File: src/rtl/mmr_detour_seq.sv
module mmr_detour_seq #(
  parameter int AW = 20,
  parameter int DW = 32,
  parameter logic [AW-1:0] GUARD_LIMIT = AW'(32'h45000)
) (
  input  logic          clk,
  input  logic          rst_n,
  input  logic          rev_affected,
  input  logic          req_valid,
  output logic          req_ready,
  input  logic          req_write,
  input  logic [AW-1:0] req_offset,
  input  logic [DW-1:0] req_wdata,
  output logic          rsp_valid,
  output logic [DW-1:0] rsp_rdata,
  output logic          bus_valid,
  input  logic          bus_ready,
  output logic          bus_write,
  output logic [AW-1:0] bus_addr,
  output logic [DW-1:0] bus_wdata,
  input  logic [DW-1:0] bus_rdata
);

  localparam logic [AW-1:0] OFF_A0   = AW'(32'h000);
  localparam logic [AW-1:0] OFF_A1   = AW'(32'h080);
  localparam logic [AW-1:0] OFF_B0   = AW'(32'h148);
  localparam logic [AW-1:0] OFF_B1   = AW'(32'h200);
  localparam logic [AW-1:0] OFF_TAIL = AW'(32'h100);
  localparam logic [AW-1:0] PRE_A    = AW'(32'h0C0);
  localparam logic [AW-1:0] PRE_B    = AW'(32'h028);
  localparam logic [AW-1:0] PRE_C    = AW'(32'h158);
  localparam logic [AW-1:0] POST_X   = AW'(32'h038);
  localparam logic [AW-1:0] POST_Y   = AW'(32'hB050);

  typedef enum logic [2:0] {S_IDLE, S_PRE, S_REAL, S_POSTX, S_POSTY} st_t;

  st_t           st;
  logic [AW-1:0] off_q;
  logic          wr_q;
  logic [DW-1:0] wd_q;
  logic          hit_q;
  logic [AW-1:0] pre_addr;

  wire req_fire = req_valid && req_ready;
  wire hs       = bus_valid && bus_ready;
  wire hit_now  = rev_affected && (req_offset < GUARD_LIMIT);

  always_comb begin
    if (off_q == OFF_A0 || off_q == OFF_A1)      pre_addr = PRE_A;
    else if (off_q == OFF_B0 || off_q == OFF_B1) pre_addr = PRE_B;
    else                                         pre_addr = PRE_C;
  end

  always_comb begin
    case (st)
      S_PRE:   bus_addr = pre_addr;
      S_POSTX: bus_addr = POST_X;
      S_POSTY: bus_addr = POST_Y;
      default: bus_addr = off_q;
    endcase
  end

  assign req_ready = (st == S_IDLE);
  assign bus_valid = (st != S_IDLE);
  assign bus_write = (st == S_REAL) && wr_q;
  assign bus_wdata = bus_write ? wd_q : '0;

  always_ff @(posedge clk or negedge rst_n) begin
    if (!rst_n) begin
      st        <= S_IDLE;
      off_q     <= '0;
      wr_q      <= 1'b0;
      wd_q      <= '0;
      hit_q     <= 1'b0;
      rsp_valid <= 1'b0;
      rsp_rdata <= '0;
    end else begin
      rsp_valid <= 1'b0;
      case (st)
        S_IDLE: if (req_fire) begin
          off_q <= req_offset;
          wr_q  <= req_write;
          wd_q  <= req_wdata;
          hit_q <= hit_now;
          st    <= hit_now ? S_PRE : S_REAL;
        end
        S_PRE: if (hs) st <= S_REAL;
        S_REAL: if (hs) begin
          rsp_rdata <= wr_q ? '0 : bus_rdata;
          if (!hit_q) begin
            st        <= S_IDLE;
            rsp_valid <= 1'b1;
          end else begin
            st <= (off_q == OFF_TAIL) ? S_POSTX : S_POSTY;
          end
        end
        S_POSTX: if (hs) st <= S_POSTY;
        S_POSTY: if (hs) begin
          st        <= S_IDLE;
          rsp_valid <= 1'b1;
        end
        default: st <= S_IDLE;
      endcase
    end
  end

  AST_PASS_REV: assert property (@(posedge clk) disable iff (!rst_n)
    (req_fire && !rev_affected) |=> (bus_valid && bus_addr == $past(req_offset)));
  AST_PASS_HIGH: assert property (@(posedge clk) disable iff (!rst_n)
    (req_fire && req_offset >= GUARD_LIMIT) |=> (bus_valid && bus_addr == $past(req_offset)));
  AST_PRE_LOW: assert property (@(posedge clk) disable iff (!rst_n)
    (req_fire && rev_affected && (req_offset == OFF_A0 || req_offset == OFF_A1)) |=> (bus_addr == PRE_A && !bus_write));
  AST_BUSY_BLOCK: assert property (@(posedge clk) disable iff (!rst_n)
    bus_valid |-> !req_ready);
  AST_RSP_AFTER_HS: assert property (@(posedge clk) disable iff (!rst_n)
    $rose(rsp_valid) |-> $past(bus_valid && bus_ready));
  AST_RSP_PULSE: assert property (@(posedge clk) disable iff (!rst_n)
    rsp_valid |=> !rsp_valid);
  AST_HOLD_BEAT: assert property (@(posedge clk) disable iff (!rst_n)
    (bus_valid && !bus_ready) |=> (bus_valid && $stable(bus_addr) && $stable(bus_write) && $stable(bus_wdata)));
  AST_GUARD_READ: assert property (@(posedge clk) disable iff (!rst_n)
    (bus_valid && (bus_addr == POST_Y) && (off_q != POST_Y)) |-> !bus_write);

endmodule

File: config.mk
export PLATFORM = sky130hd
export DESIGN_NAME = mmr_detour_seq
export DESIGN_NICKNAME = d
export VERILOG_FILES = /design/src/rtl/mmr_detour_seq.sv
export SDC_FILE = /design/constraint.sdc
export NUM_CORES = 1
export LEC_CHECK = 0
export BUFFER_PORTS_ARGS = -buffer_cell sky130_fd_sc_hd__buf_2
export CORE_UTILIZATION = 40
export DETAILED_ROUTE_END_ITERATION = 10
export HOLD_SLACK_MARGIN = 0.15
export PLACE_DENSITY = 0.72
export SYNTH_ARGS = -nofsm -noshare
export SYNTH_HDL_FRONTEND = slang
export SYNTH_SLANG_ARGS = --single-unit
File: constraint.sdc
create_clock -name clk -period 1.92 [get_ports clk]
set_clock_uncertainty 0.2 [all_clocks]
set_input_delay 0.096 -clock clk [delete_from_list [all_inputs] [get_ports clk]]
set_output_delay 0.096 -clock clk [all_outputs]
set_load 0.03 [all_outputs]
# Yosys cells after proc, flatten, opt, wreduce, memory -nomap -nowiden
# Cells that the tools add are included.
[classes]
n_eq_ne = 13
n_lt_le_gt_ge = 1
mux = 18
reduce_logical = 12
[ops]
columns = ["operator", "count"]
rows = [
  ["32-bit two-way mux", 2],
  ["20-bit case mux with 3 select lines", 1],
  ["20-bit by 9-bit equality test with 1-bit output, second input constant", 2],
  ["3-bit two-way mux", 7],
  ["20-bit by 10-bit equality test with 1-bit output, second input constant", 1],
  ["20-bit by 8-bit equality test with 1-bit output, second input constant", 1],
  ["20-bit zero test", 1],
  ["20-bit by 19-bit less-than comparator with 1-bit output, second input constant", 1],
  ["20-bit two-way mux", 1],
  ["3-bit case mux with 5 select lines", 1],
  ["9-bit two-way mux", 1],
  ["2-bit != test, second input constant", 4],
  ["3-bit by 2-bit equality test with 1-bit output, second input constant", 2],
  ["5-bit AND reduction", 1],
  ["1-bit logical AND", 4],
  ["2-bit AND reduction", 2],
  ["3-bit by 1-bit equality test with 1-bit output, second input constant", 1],
  ["3-bit equality test, second input constant", 1],
  ["3-bit zero test", 1],
  ["1-bit two-way mux", 3],
  ["3-bit nonzero test", 1],
  ["1-bit logical OR", 2],
  ["2-bit two-way mux", 1],
  ["2-bit by 1-bit != test with 1-bit output, second input constant", 1],
  ["1-bit case mux with 2 select lines", 1],
]
[word_totals]
register_bits = 90
wordCells = 51
output_inout_bits = 88
in_bits = 90

# Depth between registers and ports, before layout
[depth]
ltp_word = 5
depth_mapped = 8

# Least setup slack after synthesis
# No wires, ideal clock.
[synth_timing]
path_type = "register -> register"
startpoint = "reg st[1]"
endpoint = "reg off_q[19]"
period_less_slack_ns = 2.475
arrival_ns = 2.150
path_stages_with_launch = 7
setup_slack_ns = -0.555
path_buffers = 3
path_cell_list = "dfrtp_1 -> buf_2 -> nor3_1 -> and2_1 -> buf_2 -> buf_4 -> mux2_2"
[synth_via]
elab_chain_len = 3
[synth_lines]
columns = ["item", "line", "text"]
rows = [
  ["start, declared", "37", "st_t st;"],
  ["start signal, assigned", "85", "st <= hit_now ? S_PRE : S_REAL;"],
  ["start signal, assigned", "94", "st <= (off_q == OFF_TAIL) ? S_POSTX : S_POSTY;"],
  ["3-bit zero test (*)", "63", "assign req_ready = (st == S_IDLE);"],
  ["named net req_ready", "10", "output logic req_ready,"],
  ["1-bit logical AND", "44", "wire req_fire = req_valid && req_ready;"],
  ["2-bit AND reduction (no line) (*)", "-", ""],
  ["end signal, assigned", "81", "off_q <= req_offset;"],
  ["end, declared", "38", "logic [AW-1:0] off_q;"],
]
# Mark *: on every way through the listed nets, which the timed path passes. The rest lies on a longest branch.
# A chain may end at the register's enable or synchronous reset.

# Worst setup path after layout
[layout_timing]
startpoint = "reg off_q[8]"
endpoint = "out bus_addr[6]"
[layout_via]
elab_chain_len = 5
word_cells_on_any_way = 9
classes_between = "eq/ne: 3; mux: 3; reduce/logical: 3"
[layout_lines]
columns = ["item", "line", "text"]
rows = [
  ["20-bit by 9-bit equality test with 1-bit output or 20-bit by 10-bit equality test with 1-bit output (tied branches)", "50", "else if (off_q == OFF_B0 || off_q == OFF_B1) pre_addr = PRE_B;"],
  ["1-bit logical OR", "50", ""],
  ["9-bit two-way mux", "50", ""],
  ["20-bit two-way mux (*)", "49", "if (off_q == OFF_A0 || off_q == OFF_A1) pre_addr = PRE_A;"],
  ["20-bit case mux with 3 select lines (*)", "55", "case (st)"],
  ["end, declared", "19", "output logic [AW-1:0] bus_addr,"],
]
# Mark *: on every way between the ends. The rest lies on a longest branch, timed or not.

==> flow_metrics.tcl <==
set metrics [dict create \
    status "finished, violations left" \
    violations "negative setup slack" \
    rsz0062_at_grt "yes" \
    pwr-share-seq_pct 28.2 \
    max-cap-violations 0 \
    min_period_ns 2.383 \
    ys_seq_elements 90 \
    dp_cells 702 \
    min_from "rsp_rdata[13]" \
    cts_tree "built" \
    ys.flop_type "dfrtp_1" \
    ir_worst_vdd_v 0.001097 \
    final_common_cell "buf_2" \
    grtUsageTotal_pct 27.24 \
    root_buffer "clkbuf_8" \
    netlist_area_um2 4135 \
    routedWlPerCell_um 19.62 \
    power_density_nw_per_um2 1593 \
    p_int_mw 7.188 \
    async_flop_share_pct 100.0 \
    p_total_mw 12.44 \
    final_cells 850 \
    synth.avg_cell_area_um2 10.74 \
    critPathKind "flop to output port" \
    clkLatencyLatePin_ns 0.36 \
    grt_antenna_before_repair 1 \
    place_congestion 0.7965 \
    synthXorXnorAreaFrac_pct 0 \
    ant_nets 0 \
    wirelength_mm 16.68 \
    portBuffers 177 \
    grt_pass1_vias 4582 \
    synth-compound-area-share_pct 8.956 \
    final_cell_mix "122 x buf_2, 90 x dlygate4sd3_1, 88 x dfrtp_1, 71 x buf_6, 47 x mux2_4" \
    die_w_um 103.7 \
    drive_gt1_share_pct 53.85 \
    postLayoutSetupSlackWorst_ns -0.4635 \
    r2r_slack_ns -0.20 \
    finalCritPeriodShare_pct 124.1 \
    synth_cell_types 40 \
    cp_max_fo 5 \
    dp_hpwl_mm 7.603 \
    setup.worst_path.end_class "output port" \
    vias 4433 \
    power.switching_mw 5.255 \
    synth_edf_count 0 \
    io_pins 178 \
    start_util_pct 41.73 \
    cts.htree.levels 3 \
    clkTransAtPathRegs_ns 0.08 \
    vias_per_cell 5.215 \
    clock_sinks 90 \
    ys_seq_area_share_pct 54.46 \
    cts_inserted_buffers 9 \
    clock.fmax_mhz 419.6 \
    clkPwrFrac_pct 10.2 \
    synthAdderAreaFrac_pct 0 \
    muxShareOfSynthArea_pct 13.56 \
    coreArea_um2 9910 \
    area_delta_synth_final_pct 88.93 \
    setup-tns-final_ns -10.14 \
    drt_pass1_iterations 5 \
    worstHoldPathType "flop to flop" \
    dp_slack_ns -0.08155 \
    worstMarginPinSlew_ns 0.4525 \
    p_sw_share_pct 42.24 \
    synthCells 385 \
    grt_pass1_wl_mm 22.75 \
    setup_viol_count_final 100 \
    drv_slew 0 \
    cts_buffer_depth 2 \
    crit_path_start_kind "flop" \
    fp.dieArea_um2 10750 \
    hold_violations 0 \
    synth_nets 475 \
    yosys_warnings 0 \
    critPathLaunch "off_q[8]" \
    cp.required_ns 1.62 \
    grt_max_degree 65 \
    p_comb_share_pct 61.5 \
    fin_nets 800 \
    grt_overflow 0 \
    route.detailed.drc 0 \
    synthSimpleGateAreaFrac_pct 19.49 \
    max_slew_margin_pct 69.83 \
    whs_ns 0.2865 \
    drt-initial-drc-count 158 \
    r2r-start "off_q[9]" \
    nFillCells 566 \
    p_leak_nw 3.812 \
    arrival_ns 2.09 \
    chipHeight_um 103.7 \
    synth_top_family_by_area "simple AND/OR/NAND/NOR gates" \
    num_rows 36 \
]
[logic make-up (layout without fill, tap and decap cells)]
logic type	after synthesis	count (layout)
and+or+nand+nor	148	148
DFF	90	90
AOI/OAI and AO/OA	64	64
muxes	50	50
buffers and inverters	33	363
other	0	2
[power by group through the flow]
stage	clock network, mW	registers (mW)	logic [mW]
2_1_floorplan	0	3.95	2.81
3_3_place_gp	0	3.29	4.98
3_5_place_dp	0	3.34	5.07
4_1_cts	1.26	3.36	6.46
5_1_grt	1.36	3.59	8.00
6_report	1.28	3.51	7.66
[cells in the mapped netlist, drive strengths merged, types with 2 or more instances]
| cell | count | area (um2) |
|---|---|---|
| nand2b | 33 | 206.5 |
| nor2b | 2 | 12.51 |
| o21bai | 2 | 15.01 |
| clkbuf | 15 | 56.30 |
| mux2i | 2 | 20.02 |
| nor2 | 6 | 22.52 |
| dfrtp | 90 | 2252 |
| nand2 | 44 | 165.2 |
| a21oi | 2 | 10.01 |
| buf | 9 | 56.30 |
| and2 | 44 | 275.3 |
| o21ai | 46 | 230.2 |
| mux2 | 48 | 540.5 |
| inv | 9 | 33.78 |
| o311ai | 2 | 17.52 |
| a211oi | 2 | 15.01 |
| or3 | 3 | 18.77 |
| nor3 | 4 | 20.02 |
| nor4 | 4 | 25.02 |
[cell type report]
type	instances	area, um2	area share [%]
Inverter	9	33.78	0.4324
Tap cell	133	166.4	2.130
Antenna cell	2	5.005	0.06406
Clock buffer	12	165.2	2.114
Sequential cell	90	2255	28.86
Multi-Input combinational cell	262	2181	27.91
Timing Repair Buffer	338	2982	38.16
Clock inverter	4	25.02	0.3203
[path summary, 6_finish.rpt]
kind | endpoint | cells past startpoint
worst max-delay path | bus_addr[6] | 5
worst min-delay path | rsp_rdata[13] | 2
worst max register to register | st[0] | 4
worst min register to register | rsp_rdata[13] | 2
max in group asynchronous | st[2] | 4
min in group asynchronous | wd_q[17] | 3
[state kept, by name, indices dropped and copies added (netlist names)]
register	count
rsp_valid	1
off_q	20
hit_q	1
wd_q	32
wr_q	1
rsp_rdata	32
st	3
[metal layers]
layer	vias up	track usage [%]	share of wire, %
met5	-	0	0
met4	0	16.33	4.7
met2	244	49.81	54
met1	2173	28.33	35
li1	1948	-	-
met3	68	6.293	6.3
[through the flow]
| stage | area [um2] | utilization (%) |
|---|---|---|
| 2_1_floorplan | 4192 | - |
| 3_3_place_gp | 5390 | 54.39 |
| 3_5_place_dp | 5390 | 54.39 |
| 4_1_cts | 7248 | 73.14 |
| 5_1_grt | 7810 | 78.81 |
| 6_report | 7812 | 78.84 |
[critical path, cell delays in order, from the launching register on]
cell and delay [ns]:
dfrtp_1 0.44, or3_4 0.36, o22a_1 0.20, o31a_1 0.30, a211o_1 0.28, buf_6 0.15
[timing repair]
item	4_1_cts	5_1_grt
setup endpoints to repair	55	134
gates cloned	4	8
pin swaps	34	25
hold endpoints to repair	180	0
buffers inserted	14	17
hold buffers	90	0
resized for setup	174	86
Power figures use the tool's default switching activity.
